## config.mk

```make
export PLATFORM = sky130hd
export DESIGN_NAME = alert_resp_responder
export DESIGN_NICKNAME = d
export VERILOG_FILES = /design/src/rtl/ara_pkg.sv /design/src/rtl/ara_latch.sv /design/src/rtl/ara_ctrl.sv /design/src/rtl/alert_resp_responder.sv
export SDC_FILE = /design/constraint.sdc
export NUM_CORES = 1
export LEC_CHECK = 0
export ABC_CLOCK_PERIOD_IN_PS = 2000
export CORE_MARGIN = 2
export CORE_UTILIZATION = 52
export DETAILED_ROUTE_END_ITERATION = 10
export PLACE_DENSITY = 0.87
export RECOVER_POWER = 25
export SETUP_SLACK_MARGIN = 0.2
export SLEW_MARGIN = 20
export SYNTH_ARGS = -nofsm -noshare
export SYNTH_HDL_FRONTEND = slang
export SYNTH_SLANG_ARGS = --single-unit
```

## constraint.sdc

```tcl
create_clock -name clk_i -period 2 [get_ports clk_i]
set_clock_uncertainty 0.15 [all_clocks]
set_input_delay 0.5 -clock clk_i [delete_from_list [all_inputs] [get_ports clk_i]]
set_output_delay 0.5 -clock clk_i [all_outputs]
set_load 0.1 [all_outputs]
```

## src/rtl/ara_pkg.sv

```systemverilog
package ara_pkg;
  typedef enum logic [2:0] {
    ST_IDLE,
    ST_HDR,
    ST_HACK_OUT,
    ST_DATA,
    ST_HOST_ACK
  } ara_state_e;
endpackage

```

## src/rtl/ara_latch.sv

```systemverilog
module ara_latch (
  input  logic clk_i,
  input  logic rst_ni,
  input  logic set_i,
  input  logic clr_i,
  output logic q_o
);
  logic q_q;

  always_ff @(posedge clk_i or negedge rst_ni) begin
    if (!rst_ni)    q_q <= 1'b0;
    else if (set_i) q_q <= 1'b1;   // set wins over clear
    else if (clr_i) q_q <= 1'b0;
  end

  assign q_o = q_q;

  AST_LATCH_HOLD: assert property (@(posedge clk_i) disable iff (!rst_ni)
    q_q && !clr_i |=> q_q);
  AST_LATCH_CLEAR: assert property (@(posedge clk_i) disable iff (!rst_ni)
    clr_i && !set_i |=> !q_q);
  AST_LATCH_SET: assert property (@(posedge clk_i) disable iff (!rst_ni)
    set_i |=> q_q);
endmodule

```

## src/rtl/ara_ctrl.sv

```systemverilog
module ara_ctrl
  import ara_pkg::*;
#(
  parameter int unsigned          ADDR_W   = 7,
  parameter logic [ADDR_W-1:0]    ARA_ADDR = 7'b0001100
) (
  input  logic              clk_i,
  input  logic              rst_ni,
  input  logic              start_i,
  input  logic              stop_i,
  input  logic              scl_rise_i,
  input  logic              scl_fall_i,
  input  logic              sda_i,
  input  logic              armed_i,
  input  logic [ADDR_W-1:0] dev_addr_i,
  output logic              sda_pd_o,
  output logic              done_o
);
  localparam int unsigned TX_W     = ADDR_W + 1;
  localparam int unsigned CNT_W    = $clog2(TX_W);
  localparam logic [CNT_W-1:0] LAST_BIT = CNT_W'(TX_W - 1);
  localparam logic [TX_W-1:0]  HDR_RD   = {ARA_ADDR, 1'b1};

  ara_state_e       state_q;
  logic [CNT_W-1:0] cnt_q;
  logic [TX_W-2:0]  hdr_q;
  logic [TX_W-1:0]  tx_q;
  logic             pd_q;
  logic             done_q;
  logic             hdr_hit;

  assign hdr_hit = ({hdr_q, sda_i} == HDR_RD);

  always_ff @(posedge clk_i or negedge rst_ni) begin
    if (!rst_ni) begin
      state_q <= ST_IDLE;
      cnt_q   <= '0;
      hdr_q   <= '0;
      tx_q    <= '0;
      pd_q    <= 1'b0;
      done_q  <= 1'b0;
    end else begin
      done_q <= 1'b0;
      if (start_i) begin
        state_q <= ST_HDR;
        cnt_q   <= '0;
        pd_q    <= 1'b0;
      end else if (stop_i) begin
        state_q <= ST_IDLE;
        cnt_q   <= '0;
        pd_q    <= 1'b0;
      end else if (scl_fall_i) begin
        unique case (state_q)
          ST_HACK_OUT: pd_q <= 1'b1;
          ST_DATA:     pd_q <= ~tx_q[TX_W-1];
          default:     pd_q <= 1'b0;
        endcase
      end else if (scl_rise_i) begin
        unique case (state_q)
          ST_HDR: begin
            hdr_q <= {hdr_q[TX_W-3:0], sda_i};
            if (cnt_q == LAST_BIT) begin
              cnt_q   <= '0;
              state_q <= (hdr_hit && armed_i) ? ST_HACK_OUT : ST_IDLE;
            end else begin
              cnt_q <= cnt_q + 1'b1;
            end
          end
          ST_HACK_OUT: begin
            state_q <= ST_DATA;
            cnt_q   <= '0;
            tx_q    <= {dev_addr_i, 1'b1};
          end
          ST_DATA: begin
            if (!pd_q && !sda_i) begin
              // released a 1 but bus reads 0: lost arbitration
              state_q <= ST_IDLE;
              cnt_q   <= '0;
            end else begin
              tx_q <= {tx_q[TX_W-2:0], 1'b0};
              if (cnt_q == LAST_BIT) begin
                cnt_q   <= '0;
                state_q <= ST_HOST_ACK;
              end else begin
                cnt_q <= cnt_q + 1'b1;
              end
            end
          end
          ST_HOST_ACK: begin
            done_q  <= 1'b1;
            state_q <= ST_IDLE;
          end
          default: ;
        endcase
      end
    end
  end

  assign sda_pd_o = pd_q;
  assign done_o   = done_q;

  AST_PD_NEEDS_ALERT: assert property (@(posedge clk_i) disable iff (!rst_ni)
    pd_q |-> armed_i);
  AST_LOSS_DROPS: assert property (@(posedge clk_i) disable iff (!rst_ni)
    state_q == ST_DATA && scl_rise_i && !scl_fall_i && !start_i && !stop_i
      && !pd_q && !sda_i |=> state_q == ST_IDLE && !done_q);
  AST_ABORT_RELEASE: assert property (@(posedge clk_i) disable iff (!rst_ni)
    start_i || stop_i |=> !pd_q && !done_q);
  AST_DONE_AFTER_ACK: assert property (@(posedge clk_i) disable iff (!rst_ni)
    !done_q ##1 done_q |-> $past(state_q == ST_HOST_ACK));
  AST_RELEASE_HOST_ACK: assert property (@(posedge clk_i) disable iff (!rst_ni)
    state_q == ST_HOST_ACK && !$past(scl_fall_i) && $past(state_q == ST_HOST_ACK) |-> !pd_q);
endmodule

```

## src/rtl/alert_resp_responder.sv

```systemverilog
module alert_resp_responder #(
  parameter int unsigned       ADDR_W   = 7,
  parameter logic [ADDR_W-1:0] ARA_ADDR = 7'b0001100
) (
  input  logic              clk_i,
  input  logic              rst_ni,
  input  logic              start_i,
  input  logic              stop_i,
  input  logic              scl_rise_i,
  input  logic              scl_fall_i,
  input  logic              sda_i,
  input  logic              alert_set_i,
  input  logic [ADDR_W-1:0] dev_addr_i,
  output logic              sda_pd_o,
  output logic              alert_pd_o,
  output logic              resp_done_o
);
  logic armed;
  logic done;

  ara_latch u_latch (
    .clk_i  (clk_i),
    .rst_ni (rst_ni),
    .set_i  (alert_set_i),
    .clr_i  (done),
    .q_o    (armed)
  );

  ara_ctrl #(
    .ADDR_W   (ADDR_W),
    .ARA_ADDR (ARA_ADDR)
  ) u_ctrl (
    .clk_i      (clk_i),
    .rst_ni     (rst_ni),
    .start_i    (start_i),
    .stop_i     (stop_i),
    .scl_rise_i (scl_rise_i),
    .scl_fall_i (scl_fall_i),
    .sda_i      (sda_i),
    .armed_i    (armed),
    .dev_addr_i (dev_addr_i),
    .sda_pd_o   (sda_pd_o),
    .done_o     (done)
  );

  assign alert_pd_o  = armed;
  assign resp_done_o = done;

  AST_DONE_SINGLE: assert property (@(posedge clk_i) disable iff (!rst_ni)
    done |=> !done);
endmodule

```

== Word-level counts from Yosys, hierarchy flattened ==
Cells that the tools add are included.

* Register bits: 24
* Word-level logic and storage cells: 65
* Input port bits: 15

* Equal/unequal tests: 10
* Muxes and demuxes: 29
* Add/sub/neg operators: 1
* Bitwise logic cells: 4
* Reduce and logical (&&, ||, !) cells: 14

{| class="wikitable"
|+ Operator list
! operator !! number
|-
| 3-bit two-way mux || 13
|-
| 8-bit case mux with 2 select lines || 1
|-
| 3-bit case mux with 4 select lines || 1
|-
| 1-bit two-way mux || 10
|-
| 5-bit AND reduction || 2
|-
| 3-bit case mux with 3 select lines || 1
|-
| 8-bit by 5-bit equality test with 1-bit output (second input constant) || 1
|-
| 8-bit two-way mux || 1
|-
| 3-bit by 2-bit equality test with 1-bit output (second input constant) || 2
|-
| 3-bit equality test (second input constant) || 2
|-
| 6-bit AND reduction || 1
|-
| 3-bit nonzero test || 2
|-
| 6-bit nonzero test || 1
|-
| 5-bit by 3-bit inequality test with 1-bit output (second input constant) || 1
|-
| 5-bit nonzero test || 1
|-
| 4-bit by 3-bit inequality test with 1-bit output (second input constant) || 1
|-
| 1-bit inverter || 4
|-
| 2-bit nonzero test || 2
|-
| 3-bit by 1-bit adder with 3-bit output (second input constant) || 1
|-
| 3-bit by 1-bit equality test with 1-bit output (second input constant) || 1
|-
| 3-bit inequality test (second input constant) || 1
|-
| 3-bit AND reduction || 1
|-
| 1-bit logical AND || 2
|-
| 1-bit logical NOT || 2
|-
| 3 further kinds || 3
|}

== Depth between registers and ports, before layout ==
* Depth in word-level cells: 9
* Gate-level depth with buffers: 6
* Mapped depth without buffers: 6

== Cells and area by module ==
From an unflattened synthesis, not the netlist that was laid out.

* Cell total of the unflattened synthesis: 108
* Area, all modules: 1196.1 sq um

{| class="wikitable"
|+ By module, submodules not included
! module !! area an instance (sq um) !! times used !! cells an instance
|-
| ara_ctrl || 1159.9 || 1 || 105
|-
| ara_latch || 36.3 || 1 || 3
|}

== Least setup slack after synthesis ==
No wires, ideal clock.

* Path type: register to register
* Start point: register u_ctrl.pd_q, in the netlist u_ctrl.sda_pd_o
* End point: register u_ctrl.tx_q[7]
* Slack: -0.216 ns
* Path buffers: 1
* Cell stages (with the launch flop): 6
* Library setup time: 0.073 ns
* Period minus slack after synthesis: 2.216 ns
* Data arrival time: 1.993 ns
* Data required time: 1.777 ns
* Cell sequence: dfrtp_1 -> nor2_1 -> a2111oi_4 -> buf_6 -> nor2_1 -> a21oi_2

* Word-level cells in the longest chain between the ends: 4

{| class="wikitable"
|+ Ends and longest elaborated chain
! element !! RTL line !! source
|-
| start, declared || ara_ctrl.sv:28 || <nowiki>logic pd_q;</nowiki>
|-
| start signal, assigned || ara_ctrl.sv:55 || <nowiki>ST_DATA: pd_q <= ~tx_q[TX_W-1];</nowiki>
|-
| 1-bit logical NOT || ara_ctrl.sv:75 || <nowiki>if (!pd_q && !sda_i) begin</nowiki>
|-
| 1-bit logical AND || ara_ctrl.sv:75 ||
|-
| 2-bit inequality test (no line) || n/a ||
|-
| 6-bit AND reduction (no line) || n/a ||
|-
| end signal, assigned || ara_ctrl.sv:72 || <nowiki>tx_q <= {dev_addr_i, 1'b1};</nowiki>
|-
| end signal, assigned || ara_ctrl.sv:80 || <nowiki>tx_q <= {tx_q[TX_W-2:0], 1'b0};</nowiki>
|-
| end, declared || ara_ctrl.sv:27 || <nowiki>logic [TX_W-1:0] tx_q;</nowiki>
|}

Every way passes these cells.
A chain may end at the register's enable or synchronous reset.

== Worst setup path after layout ==
* Start point: input sda_i
* End point: register u_ctrl.tx_q[1]

* Word-level cells in the longest chain between the ends: 4

{| class="wikitable"
|+ Ends and longest elaborated chain
! element !! RTL line !! source
|-
| start, declared || alert_resp_responder.sv:11 || <nowiki>input logic sda_i,</nowiki>
|-
| 1-bit logical NOT || ara_ctrl.sv:75 ||
|-
| 1-bit logical AND || ara_ctrl.sv:75 ||
|-
| 2-bit inequality test (no line) || n/a ||
|-
| 6-bit AND reduction (no line) || n/a ||
|}

Every way passes these cells.

==> results summary <==
The actual transition at the worst max-transition pin came out at 595 ps. In the post-synthesis netlist, the cell with the most instances is sky130_fd_sc_hd__dfrtp_1. Of the post-synthesis cell area, the dominant cell type holds 0.493. The flip-flop and latch count after synthesis came out at 24. The kind of capture point of the worst setup path is a register. The arrival time at the worst endpoint is 1850 ps.

For this design the static power due to leakage is 0.759 nW. The via count of the first global-routing pass is 880. In this run the vertical extent of the chip is 52.4 um.

The number of warnings issued by yosys is 0. The final number of setup-violating endpoints came out at 0. The clock network latency to the later pin of the worst-skew pair is 330 ps.

The total of fill cells in the finished design came out at 173. The type of the tightest min-delay check is in -> reg. The total track usage is 0.206.

The part of the cycle the worst path needs is 0.870. The number of levels in the clock H-tree came out at 1. The minimum period implied by the final worst setup slack is 1740 ps. The kind of critical path is in -> reg. The maximum clock frequency is 0.574 GHz.

Of the cells placed in the final design, the portion with a size suffix greater than 1 is 0.289. The DRC violations left came out at 0. The synthesized netlist net count came out at 126. The standard-cell row count is 17. By area the synthesized netlist is led by sky130_fd_sc_hd__dfrtp_1, sky130_fd_sc_hd__mux2i_1, sky130_fd_sc_hd__mux2_2. The die is 52.4 um wide. The total number of vias came out at 917. The synthesized design contains 0 enable-type register cells.

Clock-pin slew was measured on the worst setup and hold paths at 140 ps. The maximum clock insertion buffer count is 2. The headroom to the max-slew limit came out at 0.603.

The effective utilization at floorplan came out at 0.550. The total power per unit cell area is 651 nW/um2. Summing all non-filler instances in the final layout gives an area of 1570 um2. The worst register-to-register path has a depth of 5. The detail route stage leaves a number of antenna-violating nets equal to 0. In the routed layout, each cell is associated on average with a via count of 5.63. The max-slew violation total from the final report came out at 0.

The floorplan step defined a die boundary enclosing 2740 um2. The top-level I/O count came out at 18. The initial antenna violation count is 0.

The number of distinct library cells after synthesis came out at 34. The number of nets in the finished design is 153. The cell sitting at the root of the clock tree is a sky130_fd_sc_hd__clkbuf_4. Summed over all nets, the half-perimeter wirelength after detailed placement is 1820 um.

Walking the worst path, the cells encountered are clkdlybuf4s50_1 > nor2_2 > a2111oi_4 > buf_4 > nor2_1 > a21oi_1. The congestion estimate from routability-driven global placement came to 0.845. The CTS tree is yes. The mean cell area of the mapped netlist is 11.2 um2. The number of cells traversed by the worst hold path is 2.

The CTS buffer count is 3. The worst-case IR drop observed on VDD is 0.000556 V. The global-route wire length before repair is 4020 um. The core region area is 2210 um2. The worst path required time came out at 2110 ps.

The total clock sinks is 24. The peak per-stage delay on the critical path came out at 530 ps. The maximum fanout encountered on the critical timing path came out at 6. The setup slack of the worst register-to-register path is 270 ps. The pin count of the biggest net entering global routing came out at 25. The run finished with clean final reports. The synthesized netlist occupies a cell area of 1220 um2. The area added between synthesis and finish came out at 28.7%. Once placement finished, the instance area stood at 1480 um2. The share of the yosys chip area belonging to registers is 0.493. The number of iterations in the first detailed-routing pass came out at 4.

The total congestion overflow is 0. The largest total area in the synthesized netlist belongs to sky130_fd_sc_hd__dfrtp_1. The mean routed wirelength per cell is 15.4 um. Setup repair after global routing left no endpoint under its margin. After layout, the design draws a total of 1.02 mW. The final wirelength came out at 2520 um.

The async set-reset flop share out of synthesis is 1.00. The diode insertion count for antenna repair is 0. The largest individual stage delay along the critical path comes from the cell sky130_fd_sc_hd__clkdlybuf4s50_1. The nature of the critical path startpoint is an input port. Counting instances in the post-synthesis netlist gives the leading cell types as sky130_fd_sc_hd__dfrtp_1, sky130_fd_sc_hd__nor2_1, sky130_fd_sc_hd__a21oi_1, sky130_fd_sc_hd__mux2i_1, sky130_fd_sc_hd__mux2_2. The top flip-flop cell by instance count after synthesis is sky130_fd_sc_hd__dfrtp_1.

The count of port buffers added during placement came out at 17. Max-cap violations in this run came to 0. The post-synthesis cell count came out at 109. Setup total negative slack on the finished layout was measured at 0 ps. The detailed router finished its first iteration with 24 violations. Once the clock tree was built, the setup fixing pass inserted 0 buffers. The final number of hold-violating endpoints came out at 0.
==> final cells by class <==
cell class	count	area (um2)	area share
timing repair buffer	28	287	0.183
multi-input combinational	77	578	0.369
sequential	24	607	0.387
inverter	2	7.51	0.00479
clock inverter	1	30.0	0.0192
tap	28	35.0	0.0224
clock buffer	3	22.5	0.0144
==> kinds of logic after synthesis <==
group | synth area share
AND/OR/NAND/NOR | 0.151
AO/OA/AOI/OAI | 0.145
flip-flops | 0.493
multiplexers | 0.131
buffers and inverters | 0.0524
adder cells (fa/ha/maj) | 0.0206
XOR/XNOR | 0.00720
==> final timing paths <==
kind / startpoint / endpoint
max: sda_i / u_ctrl.tx_q[1]
min: stop_i / u_ctrl.state_q[0]
max reg2reg: u_ctrl.state_q[2] / u_ctrl.hdr_q[2]
min reg2reg: u_ctrl.hdr_q[6] / u_ctrl.hdr_q[6]
max in group asynchronous: rst_ni / u_ctrl.sda_pd_o
min in group asynchronous: rst_ni / u_ctrl.hdr_q[0]
==> routing by layer <==
layer,part of all wire,wire length [um],track usage,up-vias
met1,0.43,1090,0.269,446
li1,-,-,-,440
met5,0,0,0,-
met2,0.50,1260,0.333,25
met4,0.017,42,0.0855,0
met3,0.047,118,0.0400,6
==> cells in the final DEF, fill, tap and decap left out, drive strengths merged <==
master         count
ha                 2
nor2b              1
bufinv             1
nor3               3
dfrtp             24
dlymetal6s2s       2
a2111oi            1
dlygate4sd2        2
o21ai              5
nand2              3
nor2              14
buf               13
and4b              1
clkbuf             4
inv                2
nand2b             3
a21o               1
or3                1
and2b              1
mux2               7
dlygate4sd3        1
a21oi             13
nor4bb             1
nor3b              1
a31oi              1
nand3b             1
a22o               3
mux2i              8
xor2               1
nand3              3
or2                1
o31ai              1
clkdlybuf4s50      9
==> power breakdown <==
part           leakage (nW)  switching, mW  internal (mW)
Sequential            0.317         0.0188          0.516
Combinational         0.414         0.0534         0.0725
Clock                0.0279          0.156          0.203
==> stage by stage <==
stage | std cells | hold WS, ps | util | worst slack (ps)
after global placement | 159 | 341 | 0.671 | -171
after global routing | 163 | 399 | 0.708 | 224
after CTS | 163 | 365 | 0.698 | 200
after floorplan | 109 | 54.4 | - | 227
after detailed placement | 159 | 350 | 0.671 | -213
final | 163 | 372 | 0.708 | 259
==> what timing repair did <==
item | CTS | global route
pin swaps | 2 | 1
hold buffers | 0 | 0
endpoints found under the setup margin | 14 | 15
resized for setup | 5 | 8
==> critical path, delay by kind of cell <==
family | cells | cell delay [ps]
buffers and inverters | 2 | 750
AOI/OAI and AO/OA | 2 | 480
and+or+nand+nor | 2 | 120
==> sequential cells by signal, indices dropped and copies added (netlist names) <==
register,cells
u_ctrl.tx_q,8
u_ctrl.hdr_q,7
u_ctrl.cnt_q,3
u_ctrl.state_q,3
u_ctrl.done_o,1
u_ctrl.sda_pd_o,1
u_latch.q_o,1
No activity file was read; power rests on OpenSTA's default activity.
